$ cat src/rtl/unit_index_sched_pkg.sv
`timescale 1ns/1ps
package unit_index_sched_pkg;

  // Strobes from control to datapath.
  typedef struct packed {
    logic advance;   // remap every slot this cycle
    logic filled;    // initial fill finished
  } schedCtrl_t;

  typedef enum logic {
    PH_FILL   = 1'b0,
    PH_STEADY = 1'b1
  } schedPhase_t;

endpackage

$ cat src/rtl/unit_index_sched_ctrl.sv
`timescale 1ns/1ps
module unit_index_sched_ctrl
  import unit_index_sched_pkg::*;
#(
  parameter int D = 4,
  localparam int AGE_W = (D < 1) ? 1 : $clog2(D + 1)
) (
  input  logic             clk,
  input  logic             rst_n,
  input  logic             stepStrobe,
  output schedCtrl_t       ctrl,
  output logic [AGE_W-1:0] fillLevel
);

  localparam logic [AGE_W-1:0] FILL_MAX = AGE_W'(D);

  schedPhase_t phase;
  logic [AGE_W-1:0] stepCount;

  always_ff @(posedge clk) begin
    if (!rst_n) begin
      stepCount <= '0;
      phase     <= PH_FILL;
    end else if (stepStrobe && phase == PH_FILL) begin
      stepCount <= stepCount + 1'b1;
      if (stepCount + 1'b1 == FILL_MAX) phase <= PH_STEADY;
    end
  end

  always_comb begin
    ctrl.advance = stepStrobe;
    ctrl.filled  = (phase == PH_STEADY);
    fillLevel    = stepCount;
  end

endmodule

$ cat src/rtl/unit_index_decode.sv
`timescale 1ns/1ps
module unit_index_decode #(
  parameter int D = 4,
  localparam int IDX_W = D + 1,
  localparam int AGE_W = (D < 1) ? 1 : $clog2(D + 1)
) (
  input  logic [IDX_W-1:0] idx,
  output logic [AGE_W-1:0] age,
  output logic             topBit
);

  // Lowest set bit position gives chunk age and layer.
  always_comb begin
    logic found;
    found = 1'b0;
    age   = '0;
    for (int b = 0; b < IDX_W; b++) begin
      if (!found && idx[b]) begin
        age   = AGE_W'(b);
        found = 1'b1;
      end
    end
    topBit = idx[IDX_W-1];
  end

endmodule

$ cat src/rtl/unit_index_sched_dp.sv
`timescale 1ns/1ps
module unit_index_sched_dp
  import unit_index_sched_pkg::*;
#(
  parameter int D = 4,
  localparam int IDX_W = D + 1,
  localparam int NUM_UNITS = (1 << (D + 1)) - 1,
  localparam int AGE_W = (D < 1) ? 1 : $clog2(D + 1)
) (
  input  logic             clk,
  input  logic             rst_n,
  input  schedCtrl_t       ctrl,
  input  logic [AGE_W-1:0] fillLevel,
  input  logic [IDX_W-1:0] queryUnit,
  output logic [IDX_W-1:0] slotIdx,
  output logic [IDX_W-1:0] remapIdx,
  output logic [AGE_W-1:0] chunkAge,
  output logic [AGE_W-1:0] layer,
  output logic             loadNew,
  output logic             unitActive
);

  localparam logic [IDX_W-1:0] LIMIT = IDX_W'(NUM_UNITS);

  logic [IDX_W-1:0] slotReg [NUM_UNITS];

  // One register per unit; the step is a one-bit left rotation.
  for (genvar g = 0; g < NUM_UNITS; g++) begin : g_slot
    always_ff @(posedge clk) begin
      if (!rst_n) begin
        slotReg[g] <= IDX_W'(g + 1);
      end else if (ctrl.advance) begin
        slotReg[g] <= {slotReg[g][IDX_W-2:0], slotReg[g][IDX_W-1]};
      end
    end
  end

  logic             queryValid;
  logic [IDX_W-1:0] picked;
  logic [AGE_W-1:0] decAge;
  logic             decTop;

  always_comb begin
    queryValid = (queryUnit < LIMIT);
    picked     = queryValid ? slotReg[queryUnit] : '0;
  end

  unit_index_decode #(.D(D)) u_decode (
    .idx   (picked),
    .age   (decAge),
    .topBit(decTop)
  );

  always_comb begin
    slotIdx    = picked;
    remapIdx   = {picked[IDX_W-2:0], picked[IDX_W-1]};
    chunkAge   = decAge;
    layer      = decAge;
    loadNew    = decTop;
    unitActive = queryValid && (ctrl.filled || decAge <= fillLevel);
  end

endmodule

$ cat src/rtl/unit_index_sched.sv
`timescale 1ns/1ps
module unit_index_sched
  import unit_index_sched_pkg::*;
#(
  parameter int D = 4,
  localparam int IDX_W = D + 1,
  localparam int AGE_W = (D < 1) ? 1 : $clog2(D + 1)
) (
  input  logic             clk,
  input  logic             rst_n,
  input  logic             stepStrobe,
  input  logic [IDX_W-1:0] queryUnit,
  output logic [IDX_W-1:0] slotIdx,
  output logic [IDX_W-1:0] remapIdx,
  output logic [AGE_W-1:0] chunkAge,
  output logic [AGE_W-1:0] layer,
  output logic             loadNew,
  output logic             unitActive,
  output logic             fillDone
);

  schedCtrl_t       ctrl;
  logic [AGE_W-1:0] fillLevel;

  unit_index_sched_ctrl #(.D(D)) u_ctrl (
    .clk       (clk),
    .rst_n     (rst_n),
    .stepStrobe(stepStrobe),
    .ctrl      (ctrl),
    .fillLevel (fillLevel)
  );

  unit_index_sched_dp #(.D(D)) u_dp (
    .clk       (clk),
    .rst_n     (rst_n),
    .ctrl      (ctrl),
    .fillLevel (fillLevel),
    .queryUnit (queryUnit),
    .slotIdx   (slotIdx),
    .remapIdx  (remapIdx),
    .chunkAge  (chunkAge),
    .layer     (layer),
    .loadNew   (loadNew),
    .unitActive(unitActive)
  );

  assign fillDone = ctrl.filled;

endmodule

$ cat config.mk
export PLATFORM = sky130hd
export DESIGN_NAME = unit_index_sched
export DESIGN_NICKNAME = d
export VERILOG_FILES = /design/src/rtl/unit_index_sched_pkg.sv /design/src/rtl/unit_index_sched_ctrl.sv /design/src/rtl/unit_index_decode.sv /design/src/rtl/unit_index_sched_dp.sv /design/src/rtl/unit_index_sched.sv
export SDC_FILE = /design/constraint.sdc
export NUM_CORES = 1
export LEC_CHECK = 0
export ABC_AREA = 1
export BUFFER_PORTS_ARGS = -buffer_cell sky130_fd_sc_hd__buf_2
export CAP_MARGIN = 15
export CORE_MARGIN = 2
export CORE_UTILIZATION = 60
export CTS_CLUSTER_DIAMETER = 200
export CTS_CLUSTER_SIZE = 14
export DETAILED_ROUTE_END_ITERATION = 10
export PLACE_DENSITY = 0.87
export SLEW_MARGIN = 20
export SYNTH_ARGS = -nofsm -noshare
export SYNTH_HDL_FRONTEND = slang
export SYNTH_HIERARCHICAL = 1
export SYNTH_SLANG_ARGS = --single-unit
$ cat constraint.sdc
create_clock -name clk -period 14 [get_ports clk]
set_clock_uncertainty 0.1 [all_clocks]
set_input_delay 1.4 -clock clk [delete_from_list [all_inputs] [get_ports clk]]
set_output_delay 1.4 -clock clk [all_outputs]
set_load 0.05 [all_outputs]
==> results of run 1 <==
==> synthesized netlist by cell type, drive strengths merged <==
cell and number:
o211ai 6, nand3 86, a21oi 15, nor3 1
o21ai 20, inv 147, or2 32, edfxtp 155
nor2 113, a31oi 1, clkbuf 17, ha 5
nand2 230, buf 36, dfxtp 4, a21boi 1
==> cell usage in the layout (no fill, tap or decap), drive strengths merged <==
| master | n |
|---|---|
| nand2 | 230 |
| edfxtp | 155 |
| inv | 147 |
| nor2 | 113 |
| nand3 | 86 |
| or2 | 32 |
| buf | 30 |
| clkbuf | 21 |
| o21ai | 20 |
| a21oi | 15 |
| o211ai | 6 |
| ha | 5 |
| clkinv | 4 |
| bufinv | 4 |
| dfxtp | 4 |
| clkinvlp | 3 |
| a21boi | 1 |
| nor3 | 1 |
| a31oi | 1 |
==> sequential cells by signal, summed over array words and instances, names as in the netlist <==
register          cells
u_ctrl/phase          1
u_ctrl/fillLevel      3
u_dp/slotReg        155
==> logic make-up after synthesis <==
family / count (synthesis)
fa+ha+maj: 5
simple gates: 462
buf+inv: 200
flops: 159
compound gates: 43
==> per-layer routing <==
| layer | vias to the layer above | track usage (%) | wire, um |
|---|---|---|---|
| met5 | - | 0 | 0 |
| met4 | 0 | 9.67 | 295 |
| met3 | 29 | 5.45 | 1200 |
| met2 | 240 | 36.5 | 7690 |
| met1 | 2635 | 31.9 | 6750 |
| li1 | 2716 | - | - |
==> stage by stage <==
stage	util, %	setup slack, ps	hold slack (ps)	total power [mW]
2_1_floorplan	-	7360	378	0.679
3_3_place_gp	62.3	7680	392	0.698
3_5_place_dp	62.3	7540	404	0.702
4_1_cts	67.3	7500	417	1.19
5_1_grt	67.3	7090	437	1.23
6_report	67.3	7400	421	1.19
==> cell type report <==
cell class,instances,area [um^2]
clock inverter,11,163
fill,984,4170
clock buffer,21,470
multi-input combinational,510,2260
tap,172,215
sequential,159,4730
timing repair buffer,30,160
inverter,147,552
==> path summary, 6_finish.rpt <==
path | to | slack (ps) | depth (start not counted)
worst max-delay path | unitActive | 7400 | 19
worst min-delay path | u_dp/slotReg[2][0]$_SDFFCE_PN1P_ | 420 | 2
worst max register to register | u_ctrl/fillLevel[2]$_SDFFE_PN0P_ | 12820 | 5
worst min register to register | u_dp/slotReg[2][0]$_SDFFCE_PN1P_ | 420 | 2
==> critical path, stage by stage <==
cell and delay, ps:
buf_2 70, buf_4 690, inv_2 660, nand2_1 210
nand3_1 100, nand2_1 120, nand2_1 50, a21oi_1 170
nand2_1 100, nand2_1 70, nor2_1 70, inv_1 90
nand3_1 70, nor2_1 170, ha_1 290, a21oi_1 170
o21ai_0 100, a31oi_1 130, buf_2 280
==> power by group <==
group | total [mW] | switching [mW] | internal, mW
Sequential | 0.560 | 0.00969 | 0.551
Combinational | 0.134 | 0.102 | 0.0329
Clock | 0.494 | 0.183 | 0.311
==> impl_metrics.ini, run 1 <==
[floorplanning]
io-pin-count = 27
fp.dieW_um = 118
initial_core_util_pct = 61.8
core_um2 = 12700
dieArea_um2 = 14000
row_count = 41
die_h_um = 118

[grt]
grt_pass1_vias = 5276
grt_pass1_wl_um = 25600
grt_max_degree = 94
antenna_found_initial = 0
grt-ovfl-total = 0
track_usage_pct = 23.4

[worst_setup_path]
cp_data_required_time_ps = 12500
cp-start-kind = primary input
crit_path_max_fanout = 93
arrival_ps = 5100
reg2reg_from = u_ctrl/fillLevel[0]$_SDFFE_PN0P_
critical_path_class = in2out
crit_start = queryUnit[0]
cp-end-kind = primary output

[cells_and_area]
syn2layout_area_growth_pct = 8.87
stdcell_area_um2 = 8560
nNetsFinal = 878
antenna_cells = 0
finalNonFillerCells = 1050
drive_above_1_share_pct = 12.3

[timing]
period_needed_ps = 6600
report.final.slew_viol_count = 0
rsz0062_at_grt = false
setup_viol = 0
fin_crit_sh_pct = 47.1
max_freq_mhz = 152
hold_viol = 0
tightestPinTransition_ps = 1030
relSlewSlack_pct = 31.0
fin_setup_tns_ps = 0

[placement]
place_area_um2 = 7920
placed_cells = 1018
gp_congestion = 0.868
portBuffers = 26
dp_hpwl_um = 9310

[route]
wl_per_cell_um = 15.2
drt_iter0_drc = 824
via_per_inst = 5.35
drc_errors = 0
num_vias = 5620
postRouteAntennaNets = 0
drt_pre_antenna_iters = 6
finalWirelength_um = 15900

[run]
maxCapViolCount = 0

[power_and_ir_drop]
cellLeakagePower_nw = 3.87
irDropWorstVdd_v = 0.000100
powerDensity_nw_per_um2 = 139

[yosys]
ys_top_cells_by_area = edfxtp_1, nand2_1, inv_1
synthSimpleGateAreaFrac_pct = 24.8
muxShareOfSynthArea_pct = 0
synth_fa_ha_area_share_pct = 0.796
synth_area_um2 = 7860
synth_cells = 869
synth_compound_area_share_pct = 3.02
yosys_warnings = 6
ys_types = 24
synth-xor-area-share_pct = 0
synth_top_family_by_area = simple AND/OR/NAND/NOR gates
synth_top_area_share_pct = 59.2
yosys.area.top_type = edfxtp_1
synth_seq_cells = 159
syn_avg_cell_area_um2 = 9.04
synth_fp_nets = 882
seq_area_frac_synth_pct = 60.2

[clock_network]
cts_buffer_depth = 2
cts_buffers = 17
holdBufCountCts = 0
root_buffer = clkbuf_16
clkTransAtPathRegs_ps = 60
htreeDepth = 4
cts_tree = built
cts_setup_buffers = 0
cts_sinks = 159
insertion_delay_ps = 440
ctsResizeCount = 0

[worst_hold_path]
hp-start = u_dp/slotReg[2][4]$_SDFFCE_PN0P_
min_path_type = reg2reg

[run_status]
status = finished, final reports clean
Power figures use the tool's default switching activity.
==> run 2: changes to the inputs <==
==> constraint.sdc (replaced) <==
create_clock -name clk -period 6.53 [get_ports clk]
set_clock_uncertainty 0.1 [all_clocks]
set_input_delay 0.653 -clock clk [delete_from_list [all_inputs] [get_ports clk]]
set_output_delay 0.653 -clock clk [all_outputs]
set_load 0.05 [all_outputs]
==> run 2 against run 1 <==
Effect of this change:
- register-to-register slack lost 7600 ps
- die area stayed put
- sequential cell count stayed put
- count of clock-buffer cells in the layout is 1 lower
- via count up 2.0%
- worst setup slack worse by 5600 ps
- worst hold slack got worse by 3.0 ps
- utilization hardly changed
- design area hardly changed
==> impl_metrics.ini, run 2 (synthesis gave the netlist of run 1 again) <==
[clock_network]
clkTransAtPathRegs_ps = 60
root_buffer = clkbuf_16
cts_setup_buffers = 0
cts_tree = built
holdBufCountCts = 0
cts_buffer_depth = 2
htreeDepth = 4
insertion_delay_ps = 430
ctsResizeCount = 0
cts_sinks = 159
cts_buffers = 17

[timing]
period_needed_ps = 4710
tightestPinTransition_ps = 1060
rsz0062_at_grt = false
setup_viol = 0
max_freq_mhz = 213
report.final.slew_viol_count = 0
fin_setup_tns_ps = 0
hold_viol = 0
relSlewSlack_pct = 29.3
fin_crit_sh_pct = 72.1

[worst_setup_path]
crit_path_max_fanout = 39
arrival_ps = 3950
worst_path_most_repeated_cell = nor2_1
cpPeakStageDelay_ps = 780
critPathSlowestCell = inv_1
crit_chain = buf_2 -> buf_4 -> inv_1 -> o21ai_0 -> a21oi_1 -> nor2_1 -> nor2_1 -> nor2_1 -> nor2_1 -> inv_2 -> nand2_2 -> nor2_1 -> ha_1 -> a21oi_1 -> o21ai_0 -> a31oi_1 -> buf_2
cp-end-kind = primary output
cp_data_required_time_ps = 5780
critical_path_class = in2out
cp-start-kind = primary input

[floorplanning]
die_h_um = 118
core_um2 = 12700
dieArea_um2 = 14000
initial_core_util_pct = 61.8
fp.dieW_um = 118
io-pin-count = 27
row_count = 41

[cells_and_area]
syn2layout_area_growth_pct = 8.90
drive_above_1_share_pct = 12.1
antenna_cells = 0
nNetsFinal = 879
mostFrequentLayoutCell = nand2_1
stdcell_area_um2 = 8560
utilization_pct = 67.3
largest_reg_flops = 155
regMostFlops = u_dp/slotReg
final_cell_mix = nand2_1, edfxtp_1, inv_1

[run_status]
status = finished, final reports clean

[route]
drt_pre_antenna_iters = 5
postRouteAntennaNets = 0
drt_iter0_drc = 797
wl_per_cell_um = 15.8
finalWirelength_um = 16600
drc_errors = 0
num_vias = 5734
via_per_inst = 5.46

[grt]
grt_pass1_wl_um = 27200
grt_pass1_vias = 5584
grt_max_degree = 93
track_usage_pct = 25.0
antenna_found_initial = 0
grt-ovfl-total = 0

[power_and_ir_drop]
powerDensity_nw_per_um2 = 299
cellLeakagePower_nw = 3.87
irDropWorstVdd_v = 0.000218

[placement]
portBuffers = 26
gp_congestion = 0.841
place_area_um2 = 7930
dp_hpwl_um = 9680

[run]
maxCapViolCount = 0

[worst_hold_path]
min_path_type = reg2reg
run 2: cell types whose count changed in the layout (fill, tap and decap cells not counted), sizes merged:
cell / delta
buf: +1
bufinv: +1
clkbuf: -1
run 2: path summary, 6_finish.rpt:
| kind | from | endpoint | slack [ps] | cells after the start |
|---|---|---|---|---|
| max | queryUnit[1] | unitActive | 1820 | 17 |
| min | u_dp/slotReg[4][1]$_SDFFCE_PN0P_ | u_dp/slotReg[4][2]$_SDFFCE_PN1P_ | 420 | 2 |
| max reg2reg | u_ctrl/fillLevel[0]$_SDFFE_PN0P_ | u_ctrl/fillLevel[2]$_SDFFE_PN0P_ | 5260 | 5 |
| min reg2reg | u_dp/slotReg[4][1]$_SDFFCE_PN0P_ | u_dp/slotReg[4][2]$_SDFFCE_PN1P_ | 420 | 2 |
run 2: report_power, final:
part	internal, mW	switching, mW	total [mW]
sequential	1.18	0.0206	1.20
combinational	0.0707	0.222	0.293
clock	0.674	0.388	1.06
run 2: per-layer routing:
layer / global-route usage [%] / wire length, um
met3: 5.74 / 1200
met4: 9.00 / 311
met5: 0 / 0
met2: 40.2 / 8180
met1: 33.5 / 6960
run 2: worst max-delay path, delay by kind of cell:
kind                       cells  cell delay, ps
buffers and inverters          5            1490
adders and majority gates      1             330
and+or+nand+nor                6             620
AOI/OAI and AO/OA              5             860
run 2: cell type report:
type	count	area, um^2
Clock inverter	12	191
Clock buffer	20	437
Tap cell	172	215
Multi-Input combinational cell	510	2260
Sequential cell	159	4730
Fill cell	1008	4160
Inverter	147	552
Timing Repair Buffer	31	168
run 2: metrics by stage:
stage	hold slack [ps]	power (mW)	cells	setup slack, ps
4_1_cts	422	2.57	1051	1870
3_5_place_dp	404	1.51	1019	2000
2_1_floorplan	378	1.46	869	1380
5_1_grt	435	2.64	1051	1550
6_report	418	2.56	1051	1820
3_3_place_gp	391	1.50	1019	2110
